[src/rtl/fixup_pkg.sv]
`timescale 1ns/1ps
package fixup_pkg;
    localparam int WORD_W     = 64;
    localparam int HALF_W     = WORD_W / 2;
    localparam int SGL_EXP_W  = 8;
    localparam int SGL_FRAC_W = HALF_W - 1 - SGL_EXP_W;
    localparam int DBL_EXP_W  = 11;
    localparam int DBL_FRAC_W = WORD_W - 1 - DBL_EXP_W;

    localparam logic [WORD_W-1:0] SGL_QNAN =
        {{HALF_W{1'b0}}, 1'b0, {SGL_EXP_W{1'b1}}, 1'b1, {(SGL_FRAC_W-1){1'b0}}};
    localparam logic [WORD_W-1:0] DBL_QNAN =
        {1'b0, {DBL_EXP_W{1'b1}}, 1'b1, {(DBL_FRAC_W-1){1'b0}}};

    typedef struct packed {
        logic sign;
        logic is_nan;
        logic is_sub;
        logic is_norm;
        logic is_min;
    } fp_cls_t;

    typedef enum logic [1:0] {
        K_PASS   = 2'd0,
        K_NAN    = 2'd1,
        K_FLUSH  = 2'd2,
        K_MINCHK = 2'd3
    } fix_kind_e;
endpackage

[src/rtl/fp_class.sv]
`timescale 1ns/1ps
module fp_class
    import fixup_pkg::*;
(
    input  logic [WORD_W-1:0] word,
    input  logic              dbl,
    output fp_cls_t           cls
);
    logic e_zero, e_ones, e_one, f_nz, s;

    always_comb begin
        if (dbl) begin
            s      = word[WORD_W-1];
            e_zero = (word[WORD_W-2 -: DBL_EXP_W] == '0);
            e_ones = (word[WORD_W-2 -: DBL_EXP_W] == '1);
            e_one  = (word[WORD_W-2 -: DBL_EXP_W] == DBL_EXP_W'(1));
            f_nz   = (word[DBL_FRAC_W-1:0] != '0);
        end else begin
            s      = word[HALF_W-1];
            e_zero = (word[HALF_W-2 -: SGL_EXP_W] == '0);
            e_ones = (word[HALF_W-2 -: SGL_EXP_W] == '1);
            e_one  = (word[HALF_W-2 -: SGL_EXP_W] == SGL_EXP_W'(1));
            f_nz   = (word[SGL_FRAC_W-1:0] != '0);
        end
    end

    assign cls.sign    = s;
    assign cls.is_nan  = e_ones & f_nz;
    assign cls.is_sub  = e_zero & f_nz;
    assign cls.is_norm = ~e_zero & ~e_ones;
    assign cls.is_min  = e_one & ~f_nz;
endmodule

[src/rtl/fp_nan_pick.sv]
`timescale 1ns/1ps
module fp_nan_pick
    import fixup_pkg::*;
(
    input  logic              dbl,
    input  logic              dn_en,
    input  logic              op_nan,
    input  logic [WORD_W-1:0] op,
    output logic [WORD_W-1:0] nan_word
);
    logic [WORD_W-1:0] quiet_pat;
    logic [WORD_W-1:0] op_fit;

    always_comb begin
        quiet_pat = dbl ? DBL_QNAN : SGL_QNAN;
        op_fit    = dbl ? op : {{HALF_W{1'b0}}, op[HALF_W-1:0]};
        if (dn_en || !op_nan)
            nan_word = quiet_pat;
        else
            nan_word = op_fit | quiet_pat;
    end
endmodule

[src/rtl/fp_result_fixup.sv]
`timescale 1ns/1ps
module fp_result_fixup
    import fixup_pkg::*;
(
    input  logic              dbl_sel,
    input  logic              flush_en,
    input  logic              dnan_en,
    input  logic [WORD_W-1:0] raw_res,
    input  logic [WORD_W-1:0] op_a,
    input  logic [WORD_W-1:0] trunc_res,
    output logic [WORD_W-1:0] fixed_res,
    output logic              uflow
);
    fp_cls_t           raw_c, opa_c, trc_c, out_c;
    fix_kind_e         kind;
    logic [WORD_W-1:0] nan_word;
    logic [WORD_W-1:0] raw_fit;
    logic [WORD_W-1:0] sign_zero;

    fp_class u_raw_cls (.word(raw_res),   .dbl(dbl_sel), .cls(raw_c));
    fp_class u_opa_cls (.word(op_a),      .dbl(dbl_sel), .cls(opa_c));
    fp_class u_trc_cls (.word(trunc_res), .dbl(dbl_sel), .cls(trc_c));
    fp_class u_out_cls (.word(fixed_res), .dbl(dbl_sel), .cls(out_c));

    fp_nan_pick u_nan (
        .dbl      (dbl_sel),
        .dn_en    (dnan_en),
        .op_nan   (opa_c.is_nan),
        .op       (op_a),
        .nan_word (nan_word)
    );

    // result-kind selector, fixed priority
    always_comb begin
        if (raw_c.is_nan)
            kind = K_NAN;
        else if (raw_c.is_sub && flush_en)
            kind = K_FLUSH;
        else if (raw_c.is_min)
            kind = K_MINCHK;
        else
            kind = K_PASS;
    end

    always_comb begin
        raw_fit   = dbl_sel ? raw_res : {{HALF_W{1'b0}}, raw_res[HALF_W-1:0]};
        sign_zero = dbl_sel ? {raw_res[WORD_W-1], {(WORD_W-1){1'b0}}}
                            : {{HALF_W{1'b0}}, raw_res[HALF_W-1], {(HALF_W-1){1'b0}}};
    end

    always_comb begin
        unique case (kind)
            K_NAN: begin
                fixed_res = nan_word;
                uflow     = 1'b0;
            end
            K_FLUSH: begin
                fixed_res = sign_zero;
                uflow     = 1'b1;
            end
            K_MINCHK: begin
                fixed_res = raw_fit;
                uflow     = ~trc_c.is_norm;
            end
            default: begin
                fixed_res = raw_fit;
                uflow     = 1'b0;
            end
        endcase
    end

    logic unused_bits;
    assign unused_bits = ^{opa_c.is_sub, opa_c.is_norm, opa_c.is_min, opa_c.sign,
                           trc_c.sign, trc_c.is_nan, trc_c.is_sub, trc_c.is_min,
                           raw_c.is_norm, out_c.is_min};

    always_comb begin

        flush_zero_chk: assert (!(raw_c.is_sub && flush_en) ||
            (uflow && !out_c.is_sub && !out_c.is_norm && !out_c.is_nan && out_c.sign == raw_c.sign))
            else $error("flush result not a signed zero");

        nan_out_chk: assert (!raw_c.is_nan || (out_c.is_nan && !uflow))
            else $error("NaN result lost or flagged");

        upper_clear_chk: assert (dbl_sel || fixed_res[WORD_W-1:HALF_W] == '0)
            else $error("upper half set in single mode");

        uflow_cause_chk: assert (!uflow || raw_c.is_min || (raw_c.is_sub && flush_en))
            else $error("underflow without cause");

        prop_sign_chk: assert (!(raw_c.is_nan && !dnan_en && opa_c.is_nan) || out_c.sign == opa_c.sign)
            else $error("propagated NaN sign wrong");
    end
endmodule

[config.mk]
export PLATFORM = sky130hd
export DESIGN_NAME = fp_result_fixup
export DESIGN_NICKNAME = d
export VERILOG_FILES = /design/src/rtl/fixup_pkg.sv /design/src/rtl/fp_class.sv /design/src/rtl/fp_nan_pick.sv /design/src/rtl/fp_result_fixup.sv
export SDC_FILE = /design/constraint.sdc
export NUM_CORES = 1
export LEC_CHECK = 0
export BUFFER_PORTS_ARGS = -buffer_cell sky130_fd_sc_hd__buf_4
export CORE_AREA = 2 2 101 103
export DETAILED_ROUTE_END_ITERATION = 10
export DIE_AREA = 0 0 103 105
export SLEW_MARGIN = 20
export SYNTH_ARGS = -nofsm -noshare
export SYNTH_HDL_FRONTEND = slang
export SYNTH_SLANG_ARGS = --single-unit
[constraint.sdc]
create_clock -name vclk -period 3.2
set_clock_uncertainty 0.05 [all_clocks]
set_input_delay 0.16 -clock vclk [all_inputs]
set_output_delay 0.16 -clock vclk [all_outputs]
set_load 0.01 [all_outputs]
==> results.cfg, run 1 <==
[logic_synthesis]
synth_commonest_cells = 42 x a22o_1, 26 x nor4_1, 21 x a21o_1
synthTopCellsByArea = a22o_1 27%, nor4_1 12%, a21o_1 12%, nand4_1 7.4%, o21ai_0 4.1%
ys_types = 32
yosysMostFrequentCell = a22o_1
yosysTopAreaCell = a22o_1
syn_nets = 397
synthDominantCellAreaShare_pct = 27.35
postSynthAreaPerCell_sq_um = 6.759
synth_area_sq_um = 1345
postSynthCellCount = 199
ys_warn_count = 0
yosysSeqAreaShare_pct = 0

[sta]
slew_viol_final = 0
hold_viol = 0
period_share_pct = 97.34
fmax_mhz = 321.0
grt_setup_unrepaired = yes
finalSetupViolCount = 0
relSlewSlack_pct = 69.17
worst-slew-pin-transition_ns = 0.4565
min_period_ns = 3.115

[grt]
gr-total-overflow = 0
grt_pass1_wl_mm = 12.59
grt_max_degree = 24
grt_usage_pct = 14.10
antenna_found_initial = 0
grt_pass1_vias = 2601

[floorplan]
placementRows = 36
die_h_um = 105
die_w_um = 103
core_sq_um = 9639
start_util_pct = 13.95
ioPinCount = 260
dieArea_sq_um = 10820

[finish]
seq_cells = 0
finalInstanceArea_sq_um = 3385
regArea_sq_um = 0
antennaDiodeCount = 0
area_growth_pct = 151.6
nNetsFinal = 615
clock_buffers = 0
drive_above_1_share_pct = 60.72

[critical_path]
crit_arrival_ns = 2.91
required_ns = 2.99
endpoint_kind = output pin
start_kind = primary input
critPathKind = primary input to output pin
cp_max_fo = 20

[power_and_ir_drop]
leakage_nw = 1.721
peakVddDrop_v = 0.00004098
finalPower_mw = 0.3544
pwr_density_cell_nw_per_um2 = 104.7

[cts]
cts-hold-fix-buffers = 0

[detailed_routing]
top_layer_used = met4
vias = 2591
wl_met2_mm = 4.465
post_drt_wl_per_cell_um = 15.72
routed_wl_mm = 8.612
routed-wl-met3_um = 727
wirelength_met1_mm = 3.334
vias_per_cell = 4.728
drtAntennaViolNets = 0
drt_iter0_drc = 129
drc = 0
first_pass_iters = 4

[placement]
hpwlAfterDp_mm = 7.583
placed_cell_area_sq_um = 3239
place_congestion = 0.7589
port_buffers = 215

[min_path]
whs_path_depth = 3
hp-class = primary input to output pin

[run_status]
outcome = completed

[job]
cap_violations = 0
==> worst max-delay path, cell delays in order <==
cell and delay, ns:
buf_6 0.09, or4_4 0.52, nand4b_4 0.21, o31ai_4 0.23, nand4_2 0.15, buf_6 0.17
mux2i_4 0.19, buf_4 0.17, ha_4 0.16, and3_4 0.18, nor3b_4 0.15, buf_12 0.17
a31o_2 0.23, buf_6 0.12
==> timing repair <==
action | CTS | global route
endpoints found under the setup margin | 64 | 64
buffers inserted | 1 | 0
hold endpoints to repair | 0 | 0
pin swaps | 3 | 21
gates resized for setup | 9 | 15
==> placed cells by master, fill, tap and decap left out, types with 2 or more instances in the layout <==
master / instances
buf_4: 219
a22o_1: 42
nor4_1: 24
a21o_1: 21
nand4_1: 16
inv_1: 11
o21ai_0: 11
nor3_1: 8
nor2_1: 7
nand2_1: 7
buf_6: 7
buf_12: 4
or4_1: 3
nand3_1: 3
nor4_2: 2
nor3_2: 2
mux2_2: 2
a31o_2: 2
mux2i_4: 2
ha_4: 2
==> metal layers <==
layer | vias up | track usage (%)
li1 | 1270 | -
met1 | 1179 | 16.68
met2 | 136 | 27.37
met3 | 6 | 1.605
met4 | 0 | 1.316
met5 | - | 0
==> metrics by stage <==
| stage | instances | hold slack [ns] | TNS [ns] | worst slack [ns] | utilization (%) |
|---|---|---|---|---|---|
| CTS | 548 | 0.5640 | 0 | 0.01252 | 34.20 |
| floorplan | 199 | 0.3988 | 0 | 0.04236 | - |
| global placement | 547 | 0.5647 | -3.663 | -0.1993 | 33.61 |
| global route | 548 | 0.5798 | -0.6154 | -0.03867 | 35.11 |
| finish | 548 | 0.5622 | 0 | 0.08498 | 35.11 |
| detailed placement | 547 | 0.5602 | -5.445 | -0.1712 | 33.61 |
==> layout make-up <==
type                       instances  area (sq um)
fill                            1069          6255
timing repair buffer             230          1803
multi-input combinational        174          1374
tap                              133         166.4
inverter                          11         41.29
==> logic make-up after synthesis <==
| logic type | share of synthesized area, % |
|---|---|
| compound gates | 49.95 |
| fa+ha+maj | 2.791 |
| buf+inv | 7.070 |
| mux | 3.163 |
| simple gates | 37.02 |
==> worst paths after layout <==
check / start / end / slack [ns]
min: raw_res[58] / fixed_res[58] / 0.56
max: raw_res[30] / fixed_res[63] / 0.08
==> where the power goes <==
part / switching [mW] / total (mW) / internal (mW) / leakage, nW
Combinational: 0.136 / 0.354 / 0.218 / 1.72
Clock: 0 / 0 / 0 / 0
Sequential: 0 / 0 / 0 / 0
Total: 0.136 / 0.354 / 0.218 / 1.72
(Power assumes the default switching activity.)
==> inputs of run 2 (changes only) <==
--- a/config.mk
+++ b/config.mk
@@ -6,10 +6,11 @@
 export NUM_CORES = 1
 export LEC_CHECK = 0
 export BUFFER_PORTS_ARGS = -buffer_cell sky130_fd_sc_hd__buf_4
-export CORE_AREA = 2 2 101 103
+export CORE_AREA = 2 2 100 102
 export DETAILED_ROUTE_END_ITERATION = 10
-export DIE_AREA = 0 0 103 105
+export DIE_AREA = 0 0 102 104
 export SLEW_MARGIN = 20
 export SYNTH_ARGS = -nofsm -noshare
 export SYNTH_HDL_FRONTEND = slang
+export SYNTH_HIERARCHICAL = 1
 export SYNTH_SLANG_ARGS = --single-unit
==> constraint.sdc (replaced) <==
create_clock -name vclk -period 3.6
set_clock_uncertainty 0.05 [all_clocks]
set_input_delay 0.18 -clock vclk [all_inputs]
set_output_delay 0.18 -clock vclk [all_outputs]
set_load 0.01 [all_outputs]
==> run 2 against run 1 <==
- combinational power shrank 13%
- die area shrank 1.9%
- worst hold slack gained 0.054 ns
- first-iteration DRC count is the same
- non-clock buffer count shrank 10
- power shrank 13%
- synthesized area grew 44%
- via count grew 22%
- sequential cell count is the same
- synthesized cell count grew 69%
- worst setup slack gained 0.40 ns
- critical path depth shrank 2
- critical path type unchanged
- largest power group unchanged
==> results.cfg, run 2 <==
[finish]
final_common_cell = buf_4
num-fill-cells = 1041
clock_buffers = 0
antennaDiodeCount = 0
seq_cells = 0
drive_above_1_share_pct = 43.46
final_cell_mix = 219 x buf_4, 44 x inv_1, 43 x o21ai_0
fin_util_pct = 37.22
regArea_sq_um = 0
nNetsFinal = 720
area_growth_pct = 83.29

[power_and_ir_drop]
clkPwrFrac_pct = 0
leakage_nw = 1.815
switching_share_pct = 41.31
intPower_mw = 0.1807
comb_power_share_pct = 100.0
switchingPower_mw = 0.1272
pwr_density_cell_nw_per_um2 = 86.62
p_seq_share_pct = 0
peakVddDrop_v = 0.00004315

[sta]
relSlewSlack_pct = 47.49
hold_viol = 0
fmax_mhz = 321.3
period_share_pct = 86.45
setup_tns_ns = 0
worst-slew-pin-transition_ns = 0.7860
finalSetupViolCount = 0
min_period_ns = 3.112
slew_viol_final = 0
grt_setup_unrepaired = no

[placement]
hpwlAfterDp_mm = 8.064
place_congestion = 0.7647
port_buffers = 215

[grt]
grt_pass1_vias = 3026
grt_max_degree = 48
grt_usage_pct = 16.14
gr-total-overflow = 0
antenna_found_initial = 0
grt_pass1_wl_mm = 14.18

[floorplan]
core_sq_um = 9549
die_h_um = 104
dieArea_sq_um = 10610
start_util_pct = 20.31
die_w_um = 102
ioPinCount = 260
placementRows = 36

[logic_synthesis]
postSynthAreaPerCell_sq_um = 5.755
ys_warn_count = 6
postSynthCellCount = 337
synth_area_sq_um = 1939
syn_nets = 535

[run_status]
outcome = completed

[min_path]
whs_path_depth = 3
min-delay-start = raw_res[32]
hp-class = primary input to output pin

[detailed_routing]
drt_iter0_drc = 129
post_drt_wl_per_cell_um = 14.71
first_pass_iters = 4
routed_wl_mm = 9.607
drtAntennaViolNets = 0
vias = 3153
drc = 0
vias_per_cell = 4.828

[critical_path]
endpoint_kind = output pin
cp_max_fo = 47
required_ns = 3.37
crit_arrival_ns = 2.88
critPathKind = primary input to output pin
setup.worst_path.start = raw_res[21]
start_kind = primary input

[cts]
cts-hold-fix-buffers = 0
ctsResizeCount = 0
cts_setup_buffers = 0

[job]
cap_violations = 0
[run 2: area by class of cell]
class	count	area (sq um)	share of cell area [%]
Timing Repair Buffer	220	1664	46.81
Tap cell	133	166.4	4.681
Multi-Input combinational cell	256	1559	43.86
Inverter	44	165.2	4.646
[run 2: stage by stage]
stage / cell area, sq um / power, mW / std cells / setup slack (ns) / hold WS, ns
6_report: 3555 / 0.3079 / 653 / 0.4878 / 0.6165
2_1_floorplan: 1939 / 0.09208 / 337 / 1.050 / 0.4570
3_3_place_gp: 3550 / 0.3046 / 653 / 0.5134 / 0.6159
5_1_grt: 3555 / 0.3334 / 653 / 0.2933 / 0.6323
4_1_cts: 3555 / 0.3100 / 653 / 0.4869 / 0.6178
3_5_place_dp: 3555 / 0.3092 / 653 / 0.4807 / 0.6164
[run 2: critical path, cell delays in order]
cell and delay [ns]:
buf_4 0.12, nor3_1 0.43, nand3_1 0.19, o31ai_1 0.34, a21oi_1 0.15, a21oi_1 0.16
nor2_1 0.08, ha_1 0.38, and2_2 0.25, buf_12 0.17, a22o_1 0.25, buf_4 0.14
[run 2: power groups by stage]
stage / clock network (mW) / registers [mW] / logic [mW]
final: 0 / 0 / 0.308
after global routing: 0 / 0 / 0.333
after CTS: 0 / 0 / 0.310
after detailed placement: 0 / 0 / 0.309
after global placement: 0 / 0 / 0.305
after floorplan: 0 / 0 / 0.0921
[run 2: final timing paths]
path	endpoint	slack (ns)
setup / recovery	fixed_res[49]	0.49
hold / removal	fixed_res[32]	0.62
[run 2: metal layers]
metal / share of wire, % / GRT usage, %
met4: 1.1 / 2.286
met3: 9.8 / 2.890
met5: 0 / 0
met1: 38 / 18.83
met2: 51 / 30.59
==> inputs of run 3 (changes only) <==
--- a/config.mk
+++ b/config.mk
@@ -6,9 +6,9 @@
 export NUM_CORES = 1
 export LEC_CHECK = 0
 export BUFFER_PORTS_ARGS = -buffer_cell sky130_fd_sc_hd__buf_4
-export CORE_AREA = 2 2 100 102
+export CORE_AREA = 2 2 101 103
 export DETAILED_ROUTE_END_ITERATION = 10
-export DIE_AREA = 0 0 102 104
+export DIE_AREA = 0 0 103 105
 export SLEW_MARGIN = 20
 export SYNTH_ARGS = -nofsm -noshare
 export SYNTH_HDL_FRONTEND = slang
==> constraint.sdc (replaced) <==
create_clock -name vclk -period 2.8
set_clock_uncertainty 0.05 [all_clocks]
set_input_delay 0.14 -clock vclk [all_inputs]
set_output_delay 0.14 -clock vclk [all_outputs]
set_load 0.01 [all_outputs]
==> run 3 against run 2 <==
- sequential share of layout area did not move
- worst setup slack got worse by 0.44 ns
- first-iteration DRC count fell by 28%
- sequential cell count did not move
- utilization rose by 3.2 points
- non-clock buffer count rose by 18
- combinational power rose by 40%
- power rose by 40%
- clock-buffer cell count did not move
- final area rose by 9.5%
- largest cell class unchanged
- highest routed layer unchanged
==> results.cfg, run 3 (synthesis gave the netlist of run 2 again) <==
[critical_path]
required_ns = 2.61
endpoint_kind = output pin
crit_slowest_cell = o31ai_2
critPathBufInv = 4
cp_max_fo = 7
start_kind = primary input
critPathKind = primary input to output pin
crit_arrival_ns = 2.56
crit_path_frequent_cell = buf_6
cpPeakStageDelay_ns = 0.39
crit_chain = buf_6 > nor4_4 > nand4_1 > o31ai_2 > a21oi_1 > nand2_1 > a21o_1 > ha_4 > buf_6 > nor2b_4 > buf_6 > a22o_1 > buf_6
cp_top_family = compound AO/OA/AOI/OAI gates

[placement]
place_congestion = 0.7874
port_buffers = 215
hpwlAfterDp_mm = 8.196

[grt]
grt_max_degree = 39
grt_usage_pct = 16.08
grt_pass1_vias = 3067
antenna_found_initial = 0
grt_pass1_wl_mm = 14.31
gr-total-overflow = 0

[floorplan]
die_w_um = 103
start_util_pct = 20.12
core_sq_um = 9639
ioPinCount = 260
die_h_um = 105
placementRows = 36
dieArea_sq_um = 10820

[sta]
relSlewSlack_pct = 70.69
setup_tns_ns = 0
fmax_mhz = 363.6
min_period_ns = 2.751
period_share_pct = 98.23
finalSetupViolCount = 0
slew_viol_final = 0
hold_viol = 0
grt_setup_unrepaired = yes
worst-slew-pin-transition_ns = 0.4363
hold_ws_ns = 0.5365

[finish]
multiInputGateArea_sq_um = 1682
nNetsFinal = 738
area_growth_pct = 100.7
drive_above_1_share_pct = 47.96
regArea_sq_um = 0
final_common_cell = buf_4
clock_buffers = 0
num-fill-cells = 1079
fin_util_pct = 40.38
seq_cells = 0
final_cell_mix = 224 x buf_4, 44 x inv_1, 39 x o21ai_0
antennaDiodeCount = 0

[min_path]
hp-class = primary input to output pin

[cts]
cts-hold-fix-buffers = 0

[power_and_ir_drop]
leakage_nw = 1.944
finalPower_mw = 0.4309
pwr_density_cell_nw_per_um2 = 110.7
peakVddDrop_v = 0.00006049

[job]
cap_violations = 0

[detailed_routing]
drc = 0
drtAntennaViolNets = 0
first_pass_iters = 4
vias_per_cell = 4.852
drt_iter0_drc = 93
post_drt_wl_per_cell_um = 15.25
vias = 3256
routed_wl_mm = 10.23

[run_status]
outcome = completed
run 3: stage by stage:
| step | setup slack, ns | instances | area [sq um] |
|---|---|---|---|
| after global routing | -0.05086 | 671 | 3892 |
| after CTS | -0.008395 | 664 | 3689 |
| after detailed placement | -0.1761 | 664 | 3657 |
| after floorplan | 0.3296 | 337 | 1939 |
| after global placement | -0.1554 | 664 | 3657 |
| final | 0.04948 | 671 | 3892 |
run 3: worst min-delay path, stage by stage:
cell and delay (ns):
buf_4 0.08, a22o_1 0.11, buf_4 0.11
run 3: path summary, 6_finish.rpt:
| kind | depth (start not counted) | end | startpoint | slack (ns) |
|---|---|---|---|---|
| min | 3 | fixed_res[40] | raw_res[40] | 0.54 |
| max | 13 | fixed_res[43] | raw_res[45] | 0.05 |
run 3: cell type report:
cell class	instances	area share (%)
inverters	44	4.243
multi-input cells	256	43.20
well taps	133	4.275
repair buffers	238	48.28
run 3: routing by layer:
| metal | part of all wire (%) | global-route usage [%] | up-vias |
|---|---|---|---|
| met1 | 39 | 18.79 | 1493 |
| met3 | 9.0 | 2.408 | 4 |
| li1 | - | - | 1608 |
| met5 | 0 | 0 | - |
| met4 | 0.55 | 0.9398 | 0 |
| met2 | 51 | 31.35 | 151 |
run 3: where the power goes:
part,internal (mW),switching (mW),total (mW)
clock network,0,0,0
registers,0,0,0
logic,0.253,0.178,0.431
run 3: what timing repair did:
action | CTS | global route
pin swaps | 3 | 25
setup endpoints to repair | 64 | 64
gates resized for setup | 6 | 33
buffers inserted | 0 | 3
hold endpoints to repair | 0 | 0
cloned | 0 | 4
